<file path="config.mk">
export PLATFORM = sky130hd
export DESIGN_NAME = paged_ea_gen
export DESIGN_NICKNAME = d
export VERILOG_FILES = /design/src/rtl/paged_ea_pkg.sv /design/src/rtl/ea_datapath.sv /design/src/rtl/ea_control.sv /design/src/rtl/paged_ea_gen.sv
export SDC_FILE = /design/constraint.sdc
export NUM_CORES = 1
export LEC_CHECK = 0
export ABC_CLOCK_PERIOD_IN_PS = 2300
export BUFFER_PORTS_ARGS = -buffer_cell sky130_fd_sc_hd__buf_2
export CORE_MARGIN = 3
export CORE_UTILIZATION = 49
export DETAILED_ROUTE_END_ITERATION = 8
export GPL_TIMING_DRIVEN = 0
export PLACE_DENSITY_LB_ADDON = 0.15
export SLEW_MARGIN = 10
export SYNTH_ARGS = -nofsm -noshare
export SYNTH_HDL_FRONTEND = slang
export SYNTH_SLANG_ARGS = --single-unit
</file>
<file path="constraint.sdc">
create_clock -name clk -period 2.3 [get_ports clk]
set_input_delay 0.46 -clock clk [delete_from_list [all_inputs] [get_ports clk]]
set_output_delay 0.46 -clock clk [all_outputs]
set_load 0.005 [all_outputs]
</file>
<file path="src/rtl/paged_ea_pkg.sv">
package paged_ea_pkg;

  typedef enum logic [1:0] {
    ST_IDLE  = 2'd0,
    ST_READ  = 2'd1,
    ST_WRITE = 2'd2
  } eaState_t;

  // strobes from control to datapath
  typedef struct packed {
    logic capture;     // latch formed address as pointer address
    logic takeDirect;  // effective address = formed address
    logic takeRead;    // effective address = read word
    logic takeInc;     // write-back word = read word + 1
    logic takeWrite;   // effective address = write-back word
  } eaStrobe_t;

endpackage

</file>
<file path="src/rtl/ea_datapath.sv">
module ea_datapath
  import paged_ea_pkg::*;
#(
  parameter int ADDR_W     = 12,
  parameter int OFF_W      = 7,
  parameter int OP_W       = 3,
  parameter int MEMREF_OPS = 6,
  parameter int AUTO_BASE  = 8,
  parameter int AUTO_COUNT = 8
) (
  input  logic                    clk,
  input  logic                    rstN,
  input  eaStrobe_t               strobe,
  input  logic [ADDR_W-1:0]       instr,
  input  logic [ADDR_W-OFF_W-1:0] instrPage,
  input  logic [ADDR_W-1:0]       memRdata,
  output logic                    isMemRef,
  output logic                    indirect,
  output logic                    isAuto,
  output logic [ADDR_W-1:0]       memAddr,
  output logic [ADDR_W-1:0]       memWdata,
  output logic [ADDR_W-1:0]       effAddr
);
  localparam int PAGE_W = ADDR_W - OFF_W;
  localparam int IND_BIT = ADDR_W - OP_W - 1;
  localparam int PSEL_BIT = ADDR_W - OP_W - 2;
  localparam logic [OP_W-1:0] MEMREF_TOP = OP_W'(MEMREF_OPS - 1);
  localparam logic [ADDR_W-1:0] AUTO_LO = ADDR_W'(AUTO_BASE);
  localparam logic [ADDR_W-1:0] AUTO_HI = ADDR_W'(AUTO_BASE + AUTO_COUNT - 1);

  logic [OP_W-1:0]   opcode;
  logic [PAGE_W-1:0] pageSel;
  logic [ADDR_W-1:0] formed;
  logic [ADDR_W-1:0] ptrAddr;
  logic [ADDR_W-1:0] wbData;
  logic [ADDR_W-1:0] effReg;

  always_comb begin
    opcode   = instr[ADDR_W-1 -: OP_W];
    isMemRef = (opcode <= MEMREF_TOP);
    indirect = instr[IND_BIT];
    pageSel  = instr[PSEL_BIT] ? instrPage : '0;
    formed   = {pageSel, instr[OFF_W-1:0]};
    isAuto   = (ptrAddr >= AUTO_LO) && (ptrAddr <= AUTO_HI);
  end

  always_ff @(posedge clk) begin
    if (!rstN) begin
      ptrAddr <= '0;
      wbData  <= '0;
      effReg  <= '0;
    end else begin
      if (strobe.capture)    ptrAddr <= formed;
      if (strobe.takeDirect) effReg  <= formed;
      if (strobe.takeRead)   effReg  <= memRdata;
      if (strobe.takeInc)    wbData  <= memRdata + 1'b1;
      if (strobe.takeWrite)  effReg  <= wbData;
    end
  end

  assign memAddr  = ptrAddr;
  assign memWdata = wbData;
  assign effAddr  = effReg;

endmodule

</file>
<file path="src/rtl/ea_control.sv">
module ea_control
  import paged_ea_pkg::*;
(
  input  logic      clk,
  input  logic      rstN,
  input  logic      start,
  input  logic      isMemRef,
  input  logic      indirect,
  input  logic      isAuto,
  input  logic      memAck,
  output eaStrobe_t strobe,
  output logic      memReq,
  output logic      memWe,
  output logic      done
);
  eaState_t state, nextState;

  always_comb begin
    strobe    = '0;
    nextState = state;
    unique case (state)
      ST_IDLE: begin
        if (start && isMemRef) begin
          strobe.capture = 1'b1;
          if (indirect) nextState = ST_READ;
          else          strobe.takeDirect = 1'b1;
        end
      end
      ST_READ: begin
        if (memAck) begin
          if (isAuto) begin
            strobe.takeInc = 1'b1;
            nextState      = ST_WRITE;
          end else begin
            strobe.takeRead = 1'b1;
            nextState       = ST_IDLE;
          end
        end
      end
      ST_WRITE: begin
        if (memAck) begin
          strobe.takeWrite = 1'b1;
          nextState        = ST_IDLE;
        end
      end
      default: nextState = ST_IDLE;
    endcase
  end

  always_ff @(posedge clk) begin
    if (!rstN) begin
      state <= ST_IDLE;
      done  <= 1'b0;
    end else begin
      state <= nextState;
      done  <= strobe.takeDirect | strobe.takeRead | strobe.takeWrite;
    end
  end

  assign memReq = (state != ST_IDLE);
  assign memWe  = (state == ST_WRITE);

endmodule

</file>
<file path="src/rtl/paged_ea_gen.sv">
module paged_ea_gen
  import paged_ea_pkg::*;
#(
  parameter int ADDR_W     = 12,
  parameter int OFF_W      = 7,
  parameter int OP_W       = 3,
  parameter int MEMREF_OPS = 6,
  parameter int AUTO_BASE  = 8,
  parameter int AUTO_COUNT = 8
) (
  input  logic                    clk,
  input  logic                    rstN,
  input  logic                    start,
  input  logic [ADDR_W-1:0]       instr,
  input  logic [ADDR_W-OFF_W-1:0] instrPage,
  output logic                    memReq,
  output logic                    memWe,
  output logic [ADDR_W-1:0]       memAddr,
  output logic [ADDR_W-1:0]       memWdata,
  input  logic                    memAck,
  input  logic [ADDR_W-1:0]       memRdata,
  output logic [ADDR_W-1:0]       effAddr,
  output logic                    done
);
  eaStrobe_t strobe;
  logic isMemRef, indirect, isAuto;

  ea_control u_ctrl (
    .clk(clk), .rstN(rstN), .start(start), .isMemRef(isMemRef),
    .indirect(indirect), .isAuto(isAuto), .memAck(memAck),
    .strobe(strobe), .memReq(memReq), .memWe(memWe), .done(done)
  );

  ea_datapath #(
    .ADDR_W(ADDR_W), .OFF_W(OFF_W), .OP_W(OP_W), .MEMREF_OPS(MEMREF_OPS),
    .AUTO_BASE(AUTO_BASE), .AUTO_COUNT(AUTO_COUNT)
  ) u_dp (
    .clk(clk), .rstN(rstN), .strobe(strobe), .instr(instr),
    .instrPage(instrPage), .memRdata(memRdata), .isMemRef(isMemRef),
    .indirect(indirect), .isAuto(isAuto), .memAddr(memAddr),
    .memWdata(memWdata), .effAddr(effAddr)
  );

endmodule

</file>
======== After elaboration in Yosys (flattened, before gate mapping) ========
Index checks and enable logic that the tools add are counted.
word-level totals
  register bits after elaboration ......... 39
operators by class
  add/sub/neg operators ................... 1
  reductions and logical operators ........ 6
  bitwise operators ....................... 2
  $lt $le $gt $ge ......................... 3
  equal/unequal tests ..................... 6
  muxes and demuxes ....................... 19
operators by type and width
  kind                     count
  $mux W12                 3
  $mux W2                  9
  $add A12 B1 Y12 const B  1
  $ge A12 B4 Y1 const B    1
  $le A12 B4 Y1 const B    1
  $pmux W2 S3              1
  $mux W1                  5
  $mux W5                  1
  $ne A2 B1 Y1 const B     2
  $ne A2 B2 Y1 const B     2
  $reduce_and A4 Y1        1
  $le A3 B3 Y1 const B     1
  $reduce_bool A3 Y1       1
  $eq A2 B1 Y1 const B     1
  $eq A2 B2 Y1 const B     1
  $logic_and A1 B1 Y1      2
  $logic_not A2 Y1         1
  $or A1 B1 Y1             2
  $reduce_bool A2 Y1       1

======== Depth between registers and ports, before layout ========
Gate-level depths: netlist (run 1).
  depth after elaboration ................. 7
  mapped depth ............................ 6

======== By module ========
Synthesis (run 1) repeated with hierarchy kept, for this count alone.
second synthesis, totals
  cells, all modules ...................... 218
  area total of the unflattened synthesis .. 1900.6 um^2
modules (own cells, without submodules)
  module       cells an instance  times used  area an instance (um^2)
  ea_datapath  202                1           1727.9
  ea_control   16                 1           172.7

======== Least setup slack after synthesis (run 1) ========
Ideal clock, no wire load.
  kind .................................... register to register
  start point ............................. reg u_dp.ptrAddr[8], in the netlist u_dp.memAddr[8]
  end point ............................... reg u_dp.effReg[0], in the netlist u_dp.effAddr[0]
  buffers on the path ..................... 2
  library setup time ...................... 0.130 ns
  arrival time ............................ 1.797 ns
  slack ................................... 0.374 ns
  cell stages (with the launch flop) ...... 7
  required time ........................... 2.170 ns
  cells stage by stage .................... dfxtp_1 > or4_4 > buf_6 > or3_1 > buf_2 > a221oi_1 > o32ai_1
between the ends
  cells in the longest elaborated chain, start to end .. 7
  elaborated cells between the ends (all ways) .. 9
  those cells by class .................... 2 x order compare; 5 x mux; 2 x reduce/logical
RTL lines
  item                                            line               RTL
  start: declaration                              ea_datapath.sv:34  logic [ADDR_W-1:0] ptrAddr;
  start signal: assignment                        ea_datapath.sv:53  if (strobe.capture) ptrAddr <= formed;
  $ge A12 B4 Y1 or $le A12 B4 Y1 (tied branches)  ea_datapath.sv:44  isAuto = (ptrAddr >= AUTO_LO) && (ptrAddr <= AUTO_HI);
  $logic_and A1 B1 Y1 *                           ea_datapath.sv:44
  $mux W1 *                                       ea_control.sv:31   if (isAuto) begin
  $mux W2 *                                       ea_control.sv:30   if (memAck) begin
  $mux W2 *                                       ea_control.sv:21   unique case (state)
  $mux W12                                        ea_datapath.sv:55  if (strobe.takeRead) effReg <= memRdata;
  $mux W12                                        ea_datapath.sv:57  if (strobe.takeWrite) effReg <= wbData;
  end signal: assignment                          ea_datapath.sv:54  if (strobe.takeDirect) effReg <= formed;
  end signal: assignment                          ea_datapath.sv:55
  end signal: assignment                          ea_datapath.sv:57
  end: declaration                                ea_datapath.sv:36  logic [ADDR_W-1:0] effReg;
Every way passes the cells marked *; elsewhere a longest branch is shown, timed or not.
A chain may end at the register's enable or synchronous reset.

======== Final worst setup path (run 1) ========
  start point ............................. reg u_dp.ptrAddr[8], in the netlist u_dp.memAddr[8]
  end point ............................... reg u_dp.effReg[11], in the netlist u_dp.effAddr[11]
Same word-level chain as after synthesis.

==> summary.txt, run 1 <==
Floorplanning
  • Placeable Area: 3770 um^2
  • Cell Rows: 22
  • Die ar.: 4820 um^2
  • Die H: 69.4 um
  • # IOs: 72
  • Die Span X: 69.4 um
  • Initial Utilization: 52.3%

Worst hold path
  • Hold Crit Depth: 2
  • Hold Crit Class: in -> reg
  • Hold path start: memRdata[0]
  • Worst Hold Path EP: u_dp.memWdata[0]$_SDFFE_PN0P_

Clocking
  • Clock sinks: 39
  • Worst skew pair latency: 0.28 ns
  • H-tree Lvls: 2
  • Clock-pin slew on the worst setup and hold paths: 0.07 ns
  • CTS tree: done
  • Cts hold-fix bufs: 0
  • Clk buf depth: 2
  • Post CTS Setup Buffer Count: 0
  • Num CTS Buffers: 5
  • Post-CTS sizing: 0
  • Root Buffer: clkbuf_8

Final layout
  • Share of cells above drive strength 1: 30.1%
  • Ant. Diodes: 0
  • FF/Latch Area: 781 um^2
  • Multi-input logic area: 1060 um^2
  • # nets final: 344
  • Layout overhead on the synthesized area: 24.3%
  • Filler cell count: 347
  • Final instance area: 2450 um^2

Critical path
  • WP buf/inv: 1
  • CP startpoint kind: register
  • Worst path depth: 5
  • Slowest CP cell: nor3_1
  • CP Data Arrival Time: 2.31 ns
  • Largest stage delay, worst path: 0.54 ns
  • FF-to-FF Start: u_dp.memAddr[8]$_SDFFE_PN0P_
  • Worst-path maximum fanout: 5
  • CP delay by family, top: simple AND/OR/NAND/NOR gates
  • Critical path class: reg -> reg
  • Worst EP required: 2.48 ns
  • R2r setup slk: 0.17 ns
  • Crit path cell chain: or4_4 -> buf_6 -> nor3_1 -> o221ai_1 -> a32o_1
  • CP endpoint kind: register
  • Worst reg2reg path depth: 5
  • FF-to-FF End: u_dp.effAddr[11]$_SDFFE_PN0P_

Synth
  • Synth Cell Area: 1970 um^2
  • Yosys Warn Count: 0
  • Cell variety after synth: 43
  • Syn avg cell area: 8.42 um^2
  • Largest family of logic cells by synthesized area: simple AND/OR/NAND/NOR gates
  • Top-count cell post-synth: dfxtp_1
  • Synth area leader: dfxtp_1
  • Synth Area in Adders: 0.635%
  • Post-synth EDFFs: 0
  • Synth Flop Type: dfxtp_1
  • Top cell type's share of synthesized area: 39.6%
  • Post-synth top cells: dfxtp_1, nand2_1, nor2_1
  • Synth area leaders: dfxtp_1, nand2_1, a21oi_1, xor2_1, nor2_1
  • Synth Area in XOR/XNOR: 4.44%
  • Simple-Gate Fraction of Synth Area: 24.9%
  • Yosys reg bits: 39
  • Compound-gate portion of the synthesized area: 23.3%
  • Syn Nets: 268
  • Post-synthesis mux area share: 0.508%
  • Asr flop ratio synth: 0%
  • Sequential fraction of the synthesis area: 39.6%
  • Cells after Synth: 234

Power and ir drop
  • Combinational share of power: 16.2%
  • NetSw: 0.350 mW
  • Pwr dens: 550 nW/um^2
  • Sequential share of power: 52.9%
  • Clock share of power: 30.9%
  • Pint: 0.998 mW
  • Pleak: 1.08 nW
  • Maximum vdd drop: 0.329 mV
  • Sw Share: 26.0%

STA
  • Final clock skew: 0.00344 ns
  • RSZ-0062 raised after global routing: false
  • Final worst slack: 0.165 ns
  • Final hold vios: 0
  • Fin crit period: 2.13 ns
  • Setup violators final: 0
  • Final Max Slew Viols: 0
  • Slew @ Worst Pin: 0.648 ns
  • Peak Freq: 0.468 GHz
  • Worst slew margin: 56.5%
  • Tcrit/Tclk final: 92.8%
  • Setup TNS: 0 ns

Global route
  • Total gr overflow: 0
  • Antenna violations before repair: 0
  • Largest net degree at the start of global routing: 11
  • Gr usage total: 22.1%
  • First-pass GRT wire length: 8680 um
  • Vias in the first global route: 1917

Detailed routing
  • Vias: 1952
  • Max Used Layer: met4
  • DR WL met2: 2540 um
  • Wirelength per Cell: 14.5 um
  • DRT Pass-1 Iters: 5
  • DRT iter0 DRCs: 143
  • DR vias/cell: 5.47
  • DRC Markers: 0
  • DRT antenna net count: 0
  • Wire length on met3: 377 um
  • Drt total wl: 5180 um
  • Met1 Wirelength: 2220 um

Job
  • Max Cap Viol: 0

Place
  • Pre-CTS setup slack: 0.232 ns
  • HPWL after DPL: 3990 um
  • Port Buffer Count: 69
  • Placer Congestion: 0.863
  • Placed Area: 2380 um^2

Status
  • Status: finished clean
-- registers in the layout, indices dropped and copies added, names as in the netlist --
| name | count |
|---|---|
| u_ctrl.state | 2 |
| u_dp.memAddr | 12 |
| u_dp.effAddr | 12 |
| u_ctrl.done | 1 |
| u_dp.memWdata | 12 |
-- worst max path at each step --
stage | start | to | slack [ns]
4_1_cts | u_dp.memAddr[8]$_SDFFE_PN0P_ | u_dp.effAddr[2]$_SDFFE_PN0P_ | 0.22
2_1_floorplan | u_dp.memAddr[8]$_SDFFE_PN0P_ | u_dp.effAddr[0]$_SDFFE_PN0P_ | 0.37
6_report | u_dp.memAddr[8]$_SDFFE_PN0P_ | u_dp.effAddr[11]$_SDFFE_PN0P_ | 0.17
3_5_place_dp | memAck | u_dp.effAddr[2]$_SDFFE_PN0P_ | 0.23
3_3_place_gp | memAck | u_dp.effAddr[2]$_SDFFE_PN0P_ | 0.22
5_1_grt | u_dp.memAddr[8]$_SDFFE_PN0P_ | u_dp.effAddr[11]$_SDFFE_PN0P_ | 0.07
-- per-layer routing --
metal  up-vias  track usage (%)
li1        981                -
met1       893             28.4
met3         5             5.51
met2        73             36.5
met5         -                0
met4         0             6.29
-- layout by cell type, fill, tap and decap left out, types with 7 or more instances in the layout --
cell type and count:
buf_2 71, dfxtp_1 39, nand2_1 32, nor2_1 20, a21oi_1 19, inv_1 12, clkbuf_1 11, and2_1 10
nand3_1 10, xor2_1 9, a221oi_1 7, o32ai_1 7
-- power by group through the flow --
| stage | registers [mW] | clock network (mW) | logic, mW |
|---|---|---|---|
| floorplan | 0.731 | 0 | 0.122 |
| global placement | 0.728 | 0 | 0.218 |
| detailed placement | 0.729 | 0 | 0.217 |
| CTS | 0.714 | 0.429 | 0.218 |
| global route | 0.716 | 0.453 | 0.241 |
| finish | 0.713 | 0.416 | 0.218 |
-- kinds of logic after synthesis --
logic type	after synthesis
flip-flops	39
buffers and inverters	29
adder cells (fa/ha/maj)	1
XOR/XNOR	10
AND/OR/NAND/NOR	95
multiplexers	1
AO/OA/AOI/OAI	59
-- per-stage QoR --
| stage | util, % | hold slack [ns] | instances | power, mW |
|---|---|---|---|---|
| final | 64.9 | 0.398 | 357 | 1.35 |
| after global routing | 64.9 | 0.414 | 357 | 1.41 |
| after CTS | 64.9 | 0.391 | 357 | 1.36 |
| after detailed placement | 63.0 | 0.446 | 351 | 0.946 |
| after global placement | 63.0 | 0.440 | 351 | 0.946 |
| after floorplan | - | 0.451 | 234 | 0.853 |
-- final cells by class --
cell class | count | share of cell area, %
multi-input cells | 166 | 43.3
flip-flops and latches | 39 | 31.9
repair buffers | 69 | 14.1
plain buffers | 15 | 3.17
clock buffers | 6 | 2.96
well taps | 48 | 2.45
inverters | 14 | 2.15
Note: power is estimated with default switching activity, not from simulation.
==> inputs of run 2 (changes only) <==
--- a/config.mk
+++ b/config.mk
@@ -8,11 +8,12 @@
 export ABC_CLOCK_PERIOD_IN_PS = 2300
 export BUFFER_PORTS_ARGS = -buffer_cell sky130_fd_sc_hd__buf_2
 export CORE_MARGIN = 3
-export CORE_UTILIZATION = 49
+export CORE_UTILIZATION = 48
 export DETAILED_ROUTE_END_ITERATION = 8
 export GPL_TIMING_DRIVEN = 0
 export PLACE_DENSITY_LB_ADDON = 0.15
 export SLEW_MARGIN = 10
 export SYNTH_ARGS = -nofsm -noshare
 export SYNTH_HDL_FRONTEND = slang
+export SYNTH_HIERARCHICAL = 1
 export SYNTH_SLANG_ARGS = --single-unit
==> summary.txt, run 2 <==
Detailed routing
  • Vias: 1956 (+0.20%)
  • DR vias/cell: 5.72 (+4.6%)
  • DRT iter0 DRCs: 138 (-3.5%)
  • Wirelength per Cell: 15.6 um (+7.4%)
  • DRT Pass-1 Iters: 4 (-1)
  • DRT antenna net count: 0 (unchanged)
  • Drt total wl: 5330 um (+2.9%)
  • DRC Markers: 0 (unchanged)

Synth
  • Synth area leader: dfxtp_1
  • Cell variety after synth: 43 (unchanged)
  • Post-synth EDFFs: 0 (unchanged)
  • Synth Cell Area: 1900 um^2 (-3.6%)
  • Top cell type's share of synthesized area: 41.1% (+1.5 points)
  • Asr flop ratio synth: 0% (unchanged)
  • Syn avg cell area: 8.72 um^2 (+3.5%)
  • Synth area leaders: dfxtp_1, a21oi_1, a21o_1, a22oi_1, mux2i_1
  • Cells after Synth: 218 (-6.8%)
  • Yosys reg bits: 39 (unchanged)
  • Yosys Warn Count: 6 (+6)
  • Syn Nets: 252 (-6.0%)
  • Post-synth top cells: dfxtp_1, a21oi_1, nand2_1
  • Sequential fraction of the synthesis area: 41.1% (+1.5 points)
  • Synth Flop Type: dfxtp_1
  • Top-count cell post-synth: dfxtp_1

Critical path
  • FF-to-FF Start: u_dp/memAddr[4]$_SDFFE_PN0P_
  • Crit. Startpoint: u_dp/memAddr[4]$_SDFFE_PN0P_
  • Critical path class: reg -> reg
  • FF-to-FF End: u_dp/memWdata[11]$_SDFFE_PN0P_
  • CP startpoint kind: register
  • R2r setup slk: 0.15 ns (-0.02 ns)
  • CP Data Arrival Time: 2.34 ns (+0.03 ns)
  • Worst reg2reg path depth: 7 (+2)
  • Worst EP required: 2.49 ns (about the same)
  • Worst-path maximum fanout: 8 (+3)
  • CP endpoint: u_dp/memWdata[11]$_SDFFE_PN0P_
  • CP endpoint kind: register

Floorplanning
  • Die Span X: 68.9 um (-0.71%)
  • Initial Utilization: 50.8% (-1.5 points)
  • Cell Rows: 22 (unchanged)
  • # IOs: 72 (unchanged)
  • Die ar.: 4750 um^2 (-1.4%)
  • Die H: 68.9 um (-0.71%)
  • Placeable Area: 3740 um^2 (-0.73%)

Clocking
  • Root Buffer: clkbuf_8
  • CTS tree: done
  • Num CTS Buffers: 5 (unchanged)
  • Worst skew pair latency: 0.29 ns (about the same)
  • H-tree Lvls: 2 (unchanged)
  • Clk buf depth: 2 (unchanged)
  • Clock-pin slew on the worst setup and hold paths: 0.08 ns (about the same)
  • Post CTS Setup Buffer Count: 0 (unchanged)
  • Clock sinks: 39 (unchanged)
  • Cts hold-fix bufs: 0 (unchanged)

Global route
  • Met2 usage: 39.4% (+2.9 points)
  • First-pass GRT wire length: 8370 um (-3.6%)
  • Antenna violations before repair: 0 (unchanged)
  • Gr usage total: 23.7% (+1.6 points)
  • Met3 Usage GRT: 4.38% (-1.1 points)
  • Total gr overflow: 0 (unchanged)
  • Vias in the first global route: 1738 (-9.3%)
  • Most used routing layer: met2
  • Largest net degree at the start of global routing: 12 (+1)
  • Grt met1 use: 30.4% (+2.0 points)

Job
  • Max Cap Viol: 0 (unchanged)

Place
  • Pre-CTS setup slack: -0.176 ns (-0.408 ns)
  • Port Buffer Count: 68 (-1.4%)
  • HPWL after DPL: 3880 um (-2.8%)
  • Placed cell count: 334 (-4.8%)
  • Placed Area: 2300 um^2 (-3.2%)
  • Placer Congestion: 0.796 (-7.8%)

STA
  • Final clock skew: 0.00640 ns (+0.00295 ns)
  • Final hold slack: 0.426 ns (+0.0282 ns)
  • RSZ-0062 raised after global routing: false
  • Worst slew margin: 65.9% (+9.4 points)
  • Final Max Slew Viols: 0 (unchanged)
  • Fin crit period: 2.15 ns (+0.0171 ns)
  • Peak Freq: 0.465 GHz (-0.80%)
  • Final worst slack: 0.148 ns (-0.0171 ns)
  • Setup violators final: 0 (unchanged)
  • Final hold vios: 0 (unchanged)
  • Tcrit/Tclk final: 93.6% (+0.75 points)
  • Slew @ Worst Pin: 0.512 ns (-0.136 ns)

Power and ir drop
  • Pwr dens: 582 nW/um^2 (+5.7%)
  • Maximum vdd drop: 0.414 mV (+26%)
  • Pleak: 1.03 nW (-4.8%)

Worst hold path
  • Hold Crit Class: in -> reg

Final layout
  • Non-filler cells, final: 342 (-4.2%)
  • FF/Latch Area: 781 um^2 (unchanged)
  • Most common cell after layout, fill and taps aside: buf_2
  • Final instance area: 2440 um^2 (-0.26%)
  • Ant. Diodes: 0 (unchanged)
  • Commonest non-fill, non-tap cells in the layout: buf_2, dfxtp_1, a21oi_1
  • Multi-input logic area: 1080 um^2 (+1.8%)
  • Share of cells above drive strength 1: 30.3% (+0.18 points)
  • Layout overhead on the synthesized area: 28.5%
  • # nets final: 327 (-4.9%)
  • Filler cell count: 366 (+5.5%)

Status
  • Status: finished clean
-- run 2: cell types whose count changed in the layout (fill, tap and decap cells not counted), moves of 8 or more --
cell,change
a21o_1,+12
a22oi_1,+12
inv_1,-10
and2_1,-9
o21ai_0,+13
xor2_1,-8
nand2_1,-17
nor2_1,-9
-- run 2: kinds of logic after synthesis --
| group | after synthesis | share of synthesized area [%] |
|---|---|---|
| adder cells (fa/ha/maj) | 1 | 0.658 |
| XOR/XNOR | 3 | 1.38 |
| flip-flops | 39 | 41.1 |
| AO/OA/AOI/OAI | 70 | 23.1 |
| multiplexers | 8 | 4.21 |
| AND/OR/NAND/NOR | 78 | 25.5 |
| buffers and inverters | 19 | 4.08 |
-- run 2: per-layer routing --
layer  vias up  part of all wire [%]
li1        953                     -
met1       940                    45
met2        56                    48
met3         7                   5.7
met4         0                   1.1
met5         -                     0
-- run 2: repair_timing --
item,in CTS,in global routing
pin swaps,0,0
resized for setup,3,7
endpoints found under the setup margin,22,23
-- run 2: final cells by class --
cell class                 instances  area share (%)
buffer                            16            2.92
inverter                           3           0.461
sequential                        39            32.0
timing repair buffer              68            13.9
multi-input combinational        160            44.2
clock buffer                       8            4.10
tap                               48            2.46
-- run 2: worst min-delay path by stage --
stage	from	endpoint	slack (ns)	cells past startpoint
6_report	rstN	u_ctrl/state[1]$_SDFFE_PN0P_	0.43	2
5_1_grt	rstN	u_ctrl/done$_SDFF_PN0_	0.42	2
4_1_cts	memRdata[0]	u_dp/memWdata[0]$_SDFFE_PN0P_	0.42	2
3_5_place_dp	u_dp/memAddr[0]$_SDFFE_PN0P_	u_dp/memAddr[0]$_SDFFE_PN0P_	0.48	2
3_3_place_gp	u_dp/memAddr[0]$_SDFFE_PN0P_	u_dp/memAddr[0]$_SDFFE_PN0P_	0.47	2
2_1_floorplan	u_dp/memAddr[11]$_SDFFE_PN0P_	u_dp/memAddr[11]$_SDFFE_PN0P_	0.47	2
-- run 2: where the power goes --
group	switching, mW	leakage [nW]	internal, mW
logic	0.108	0.657	0.0917
clock network	0.231	0.0515	0.274
registers	0.0161	0.317	0.700
total	0.356	1.03	1.07
-- run 2: through the flow --
stage | total power, mW | setup TNS (ns) | util (%)
after detailed placement | 0.922 | -1.78 | 61.5
after floorplan | 0.832 | 0 | -
after global placement | 0.919 | -0.150 | 61.5
after global routing | 1.49 | 0 | 65.2
final | 1.42 | 0 | 65.2
after CTS | 1.43 | 0 | 64.5
-- run 2: worst max-delay path, stage by stage (launching register included) --
cell      delay (ns)
dfxtp_1         0.33
nor4_1          0.30
nand3b_1        0.18
nor4_4          0.26
and4b_2         0.37
nand3_1         0.08
or4_1           0.38
and3_1          0.15
==> inputs of run 3 (changes only) <==
--- a/config.mk
+++ b/config.mk
@@ -5,13 +5,14 @@
 export SDC_FILE = /design/constraint.sdc
 export NUM_CORES = 1
 export LEC_CHECK = 0
-export ABC_CLOCK_PERIOD_IN_PS = 2300
+export ABC_AREA = 1
+export ABC_CLOCK_PERIOD_IN_PS = 1800
 export BUFFER_PORTS_ARGS = -buffer_cell sky130_fd_sc_hd__buf_2
 export CORE_MARGIN = 3
-export CORE_UTILIZATION = 48
+export CORE_UTILIZATION = 44
 export DETAILED_ROUTE_END_ITERATION = 8
 export GPL_TIMING_DRIVEN = 0
-export PLACE_DENSITY_LB_ADDON = 0.15
+export PLACE_DENSITY = 0.76
 export SLEW_MARGIN = 10
 export SYNTH_ARGS = -nofsm -noshare
 export SYNTH_HDL_FRONTEND = slang
==> constraint.sdc (replaced) <==
create_clock -name clk -period 1.8 [get_ports clk]
set_input_delay 0.36 -clock clk [delete_from_list [all_inputs] [get_ports clk]]
set_output_delay 0.36 -clock clk [all_outputs]
set_load 0.005 [all_outputs]
==> summary.txt, run 3 <==
STA
  • Setup violators final: 9 (+9)
  • Peak Freq: 0.544 GHz (+17%)
  • Tcrit/Tclk final: 102% (+8.5 points)
  • Final hold slack: 0.306 ns (-0.121 ns)
  • Final Max Slew Viols: 0 (unchanged)
  • Final clock skew: 0.00294 ns (-0.00346 ns)
  • Final hold vios: 0 (unchanged)
  • Slew @ Worst Pin: 0.508 ns (-0.00405 ns)
  • Fin crit period: 1.84 ns (-0.314 ns)
  • RSZ-0062 raised after global routing: true
  • Final worst slack: -0.0378 ns (-0.186 ns)
  • Worst slew margin: 66.2% (+0.27 points)

Clocking
  • H-tree Lvls: 2 (unchanged)
  • Clk buf depth: 2 (unchanged)
  • Clock-pin slew on the worst setup and hold paths: 0.07 ns (about the same)
  • Root Buffer: clkbuf_8
  • Cts hold-fix bufs: 0 (unchanged)
  • CTS tree: done
  • Clock sinks: 39 (unchanged)
  • Num CTS Buffers: 5 (unchanged)
  • Worst skew pair latency: 0.29 ns (about the same)

Power and ir drop
  • Sw Share: 27.0% (+2.0 points)
  • Combinational share of power: 17.0% (+2.9 points)
  • Pwr dens: 725 nW/um^2 (+25%)
  • Pleak: 1.37 nW (+33%)
  • NetSw: 0.516 mW (+45%)
  • Pint: 1.39 mW (+31%)
  • Sequential share of power: 48.6% (-1.8 points)
  • Total power: 1.91 mW (+34%)
  • Clock share of power: 34.4% (-1.2 points)
  • Maximum vdd drop: 0.424 mV (+2.5%)

Synth
  • Top cell type's share of synthesized area: 39.4% (-1.6 points)
  • Yosys reg bits: 39 (unchanged)
  • Cell variety after synth: 27 (-37%)
  • Synth area leader: dfxtp_1
  • Post-synth top cells: nand2_1, dfxtp_1, inv_1
  • Synth Cell Area: 1980 um^2 (+4.1%)
  • Syn Nets: 326 (+29%)
  • Post-synth EDFFs: 0 (unchanged)
  • Top-count cell post-synth: nand2_1
  • Asr flop ratio synth: 0% (unchanged)
  • Sequential fraction of the synthesis area: 39.4% (-1.6 points)
  • Cells after Synth: 292 (+34%)
  • Synth Flop Type: dfxtp_1
  • Syn avg cell area: 6.78 um^2 (-22%)
  • Yosys Warn Count: 6 (unchanged)
  • Synth area leaders: dfxtp_1, nand2_1, inv_1, o21ai_0, a21oi_1

Status
  • Status: complete, but fails checks
  • Failing checks: negative setup slack

Floorplanning
  • Die H: 73.1 um (+6.0%)
  • Initial Utilization: 47.4% (-3.3 points)
  • Placeable Area: 4170 um^2 (+11%)
  • # IOs: 72 (unchanged)
  • Die Span X: 73.1 um (+6.0%)
  • Die ar.: 5340 um^2 (+12%)
  • Cell Rows: 23 (+4.5%)

Detailed routing
  • Vias: 2200 (+12%)
  • Wirelength per Cell: 13.7 um (-12%)
  • DRT antenna net count: 0 (unchanged)
  • DRT Pass-1 Iters: 4 (unchanged)
  • DR vias/cell: 5.14 (-10%)
  • Drt total wl: 5880 um (+10%)
  • DRC Markers: 0 (unchanged)
  • DRT iter0 DRCs: 139 (+0.72%)

Critical path
  • Largest stage delay, worst path: 0.33 ns (-0.05 ns)
  • Crit path cell chain: nor2_2 -> nand3b_1 -> nor4_4 -> nor2_1 -> nand2_1 -> inv_2 -> buf_6 -> nor2_4 -> nor2_2 -> buf_6 -> nand2_1 -> o211ai_1 -> nand2_1 -> inv_1
  • CP startpoint kind: register
  • Worst EP required: 2.00 ns (-0.49 ns)
  • Worst-path maximum fanout: 5 (-3)
  • Most numerous cell on the critical path: nand2_1
  • Slowest CP cell: dfxtp_2
  • CP endpoint kind: register
  • Critical path class: reg -> reg
  • CP Data Arrival Time: 2.04 ns (-0.30 ns)

Place
  • HPWL after DPL: 4340 um (+12%)
  • Placer Congestion: 0.839 (+5.5%)
  • Port Buffer Count: 69 (+1.5%)

Final layout
  • Final Util: 63.1% (-2.1 points)
  • Most common cell after layout, fill and taps aside: nand2_1
  • Commonest non-fill, non-tap cells in the layout: nand2_1, buf_2, inv_1, dfxtp_1, nor2_1
  • Layout overhead on the synthesized area: 33.1%
  • Ant. Diodes: 0 (unchanged)
  • # nets final: 411 (+26%)
  • Share of cells above drive strength 1: 32.3% (+2.0 points)
  • Filler cell count: 412 (+13%)

Job
  • Max Cap Viol: 0 (unchanged)

Global route
  • Antenna violations before repair: 0 (unchanged)
  • Largest net degree at the start of global routing: 12 (unchanged)
  • Gr usage total: 22.4% (-1.3 points)
  • Total gr overflow: 0 (unchanged)
  • First-pass GRT wire length: 9230 um (+10%)
  • Vias in the first global route: 2041 (+17%)

Worst hold path
  • Hold Crit Class: in -> reg
run 3: cell count changes in the layout (fill, tap and decap cells not counted), sizes merged, moves of 5 or more:
| cell | before | now |
|---|---|---|
| a21o | 12 | 0 |
| a22oi | 12 | 1 |
| buf | 74 | 86 |
| clkbuf | 18 | 13 |
| inv | 3 | 40 |
| mux2i | 8 | 0 |
| nand2 | 15 | 80 |
| nand2b | 5 | 0 |
| nand3b | 8 | 3 |
| nand4b | 5 | 0 |
| nor2 | 11 | 32 |
| o211ai | 0 | 6 |
| o21ai | 13 | 27 |
run 3: cell type report:
type | instances | area [um^2] | area share (%)
Buffer | 13 | 100 | 3.80
Multi-Input combinational cell | 198 | 1000 | 38.1
Tap cell | 50 | 62.6 | 2.38
Timing Repair Buffer | 78 | 420 | 16.0
Sequential cell | 39 | 783 | 29.7
Inverter | 42 | 164 | 6.22
Clock buffer | 8 | 100 | 3.80
run 3: logic make-up after synthesis:
family | after synthesis | synth area share (%)
DFF | 39 | 39.4
buffers and inverters | 55 | 12.1
xor gates and xnor gates | 5 | 2.21
AOI/OAI and AO/OA | 62 | 17.1
and+or+nand+nor | 130 | 28.4
adders and majority gates | 1 | 0.632
run 3: final timing paths:
check,startpoint,cells after the start,slack (ns),endpoint
max,u_dp/memAddr[11]$_SDFFE_PN0P_,14,-0.04,u_dp/effAddr[4]$_SDFFE_PN0P_
min reg2reg,u_dp/effAddr[0]$_SDFFE_PN0P_,2,0.48,u_dp/effAddr[0]$_SDFFE_PN0P_
max reg2reg,u_dp/memAddr[11]$_SDFFE_PN0P_,14,-0.04,u_dp/effAddr[4]$_SDFFE_PN0P_
min,memRdata[0],2,0.31,u_dp/memWdata[0]$_SDFFE_PN0P_
run 3: layer usage:
layer  routed length [um]  share of wire, %  global-route usage (%)
met3                  441               7.5                    6.20
met5                    0                 0                       0
met4                  128               2.2                    7.99
met2                 2740                47                    35.9
met1                 2560                44                    28.5
run 3: power by group through the flow:
stage          Sequential [mW]  Clock [mW]  Combinational, mW
6_report                 0.928       0.657              0.324
5_1_grt                  0.933       0.703              0.363
4_1_cts                  0.926       0.671              0.293
3_5_place_dp             0.945           0              0.282
3_3_place_gp             0.944           0              0.275
2_1_floorplan            0.946           0              0.151
run 3: per-stage QoR:
step,instances,setup WS [ns],instance area (um^2),setup TNS [ns]
2_1_floorplan,292,0.127,1980,0
5_1_grt,428,-0.157,2630,-1.85
3_5_place_dp,411,-0.150,2390,-2.10
6_report,428,-0.0378,2630,-0.210
4_1_cts,421,0.000983,2520,0
3_3_place_gp,411,-0.123,2390,-1.67
run 3: repair_timing:
item | 4_1_cts | 5_1_grt
pin swaps | 0 | 15
setup buffers | 1 | 5
endpoints found under the setup margin | 24 | 35
cloned | 1 | 2
resized for setup | 4 | 37
run 3: worst max-delay path, delay by kind of cell (launching register included):
family                 cells  cell delay (ns)
AO/OA/AOI/OAI              1             0.08
AND/OR/NAND/NOR            9             0.98
flip-flops                 1             0.33
buffers and inverters      4             0.34
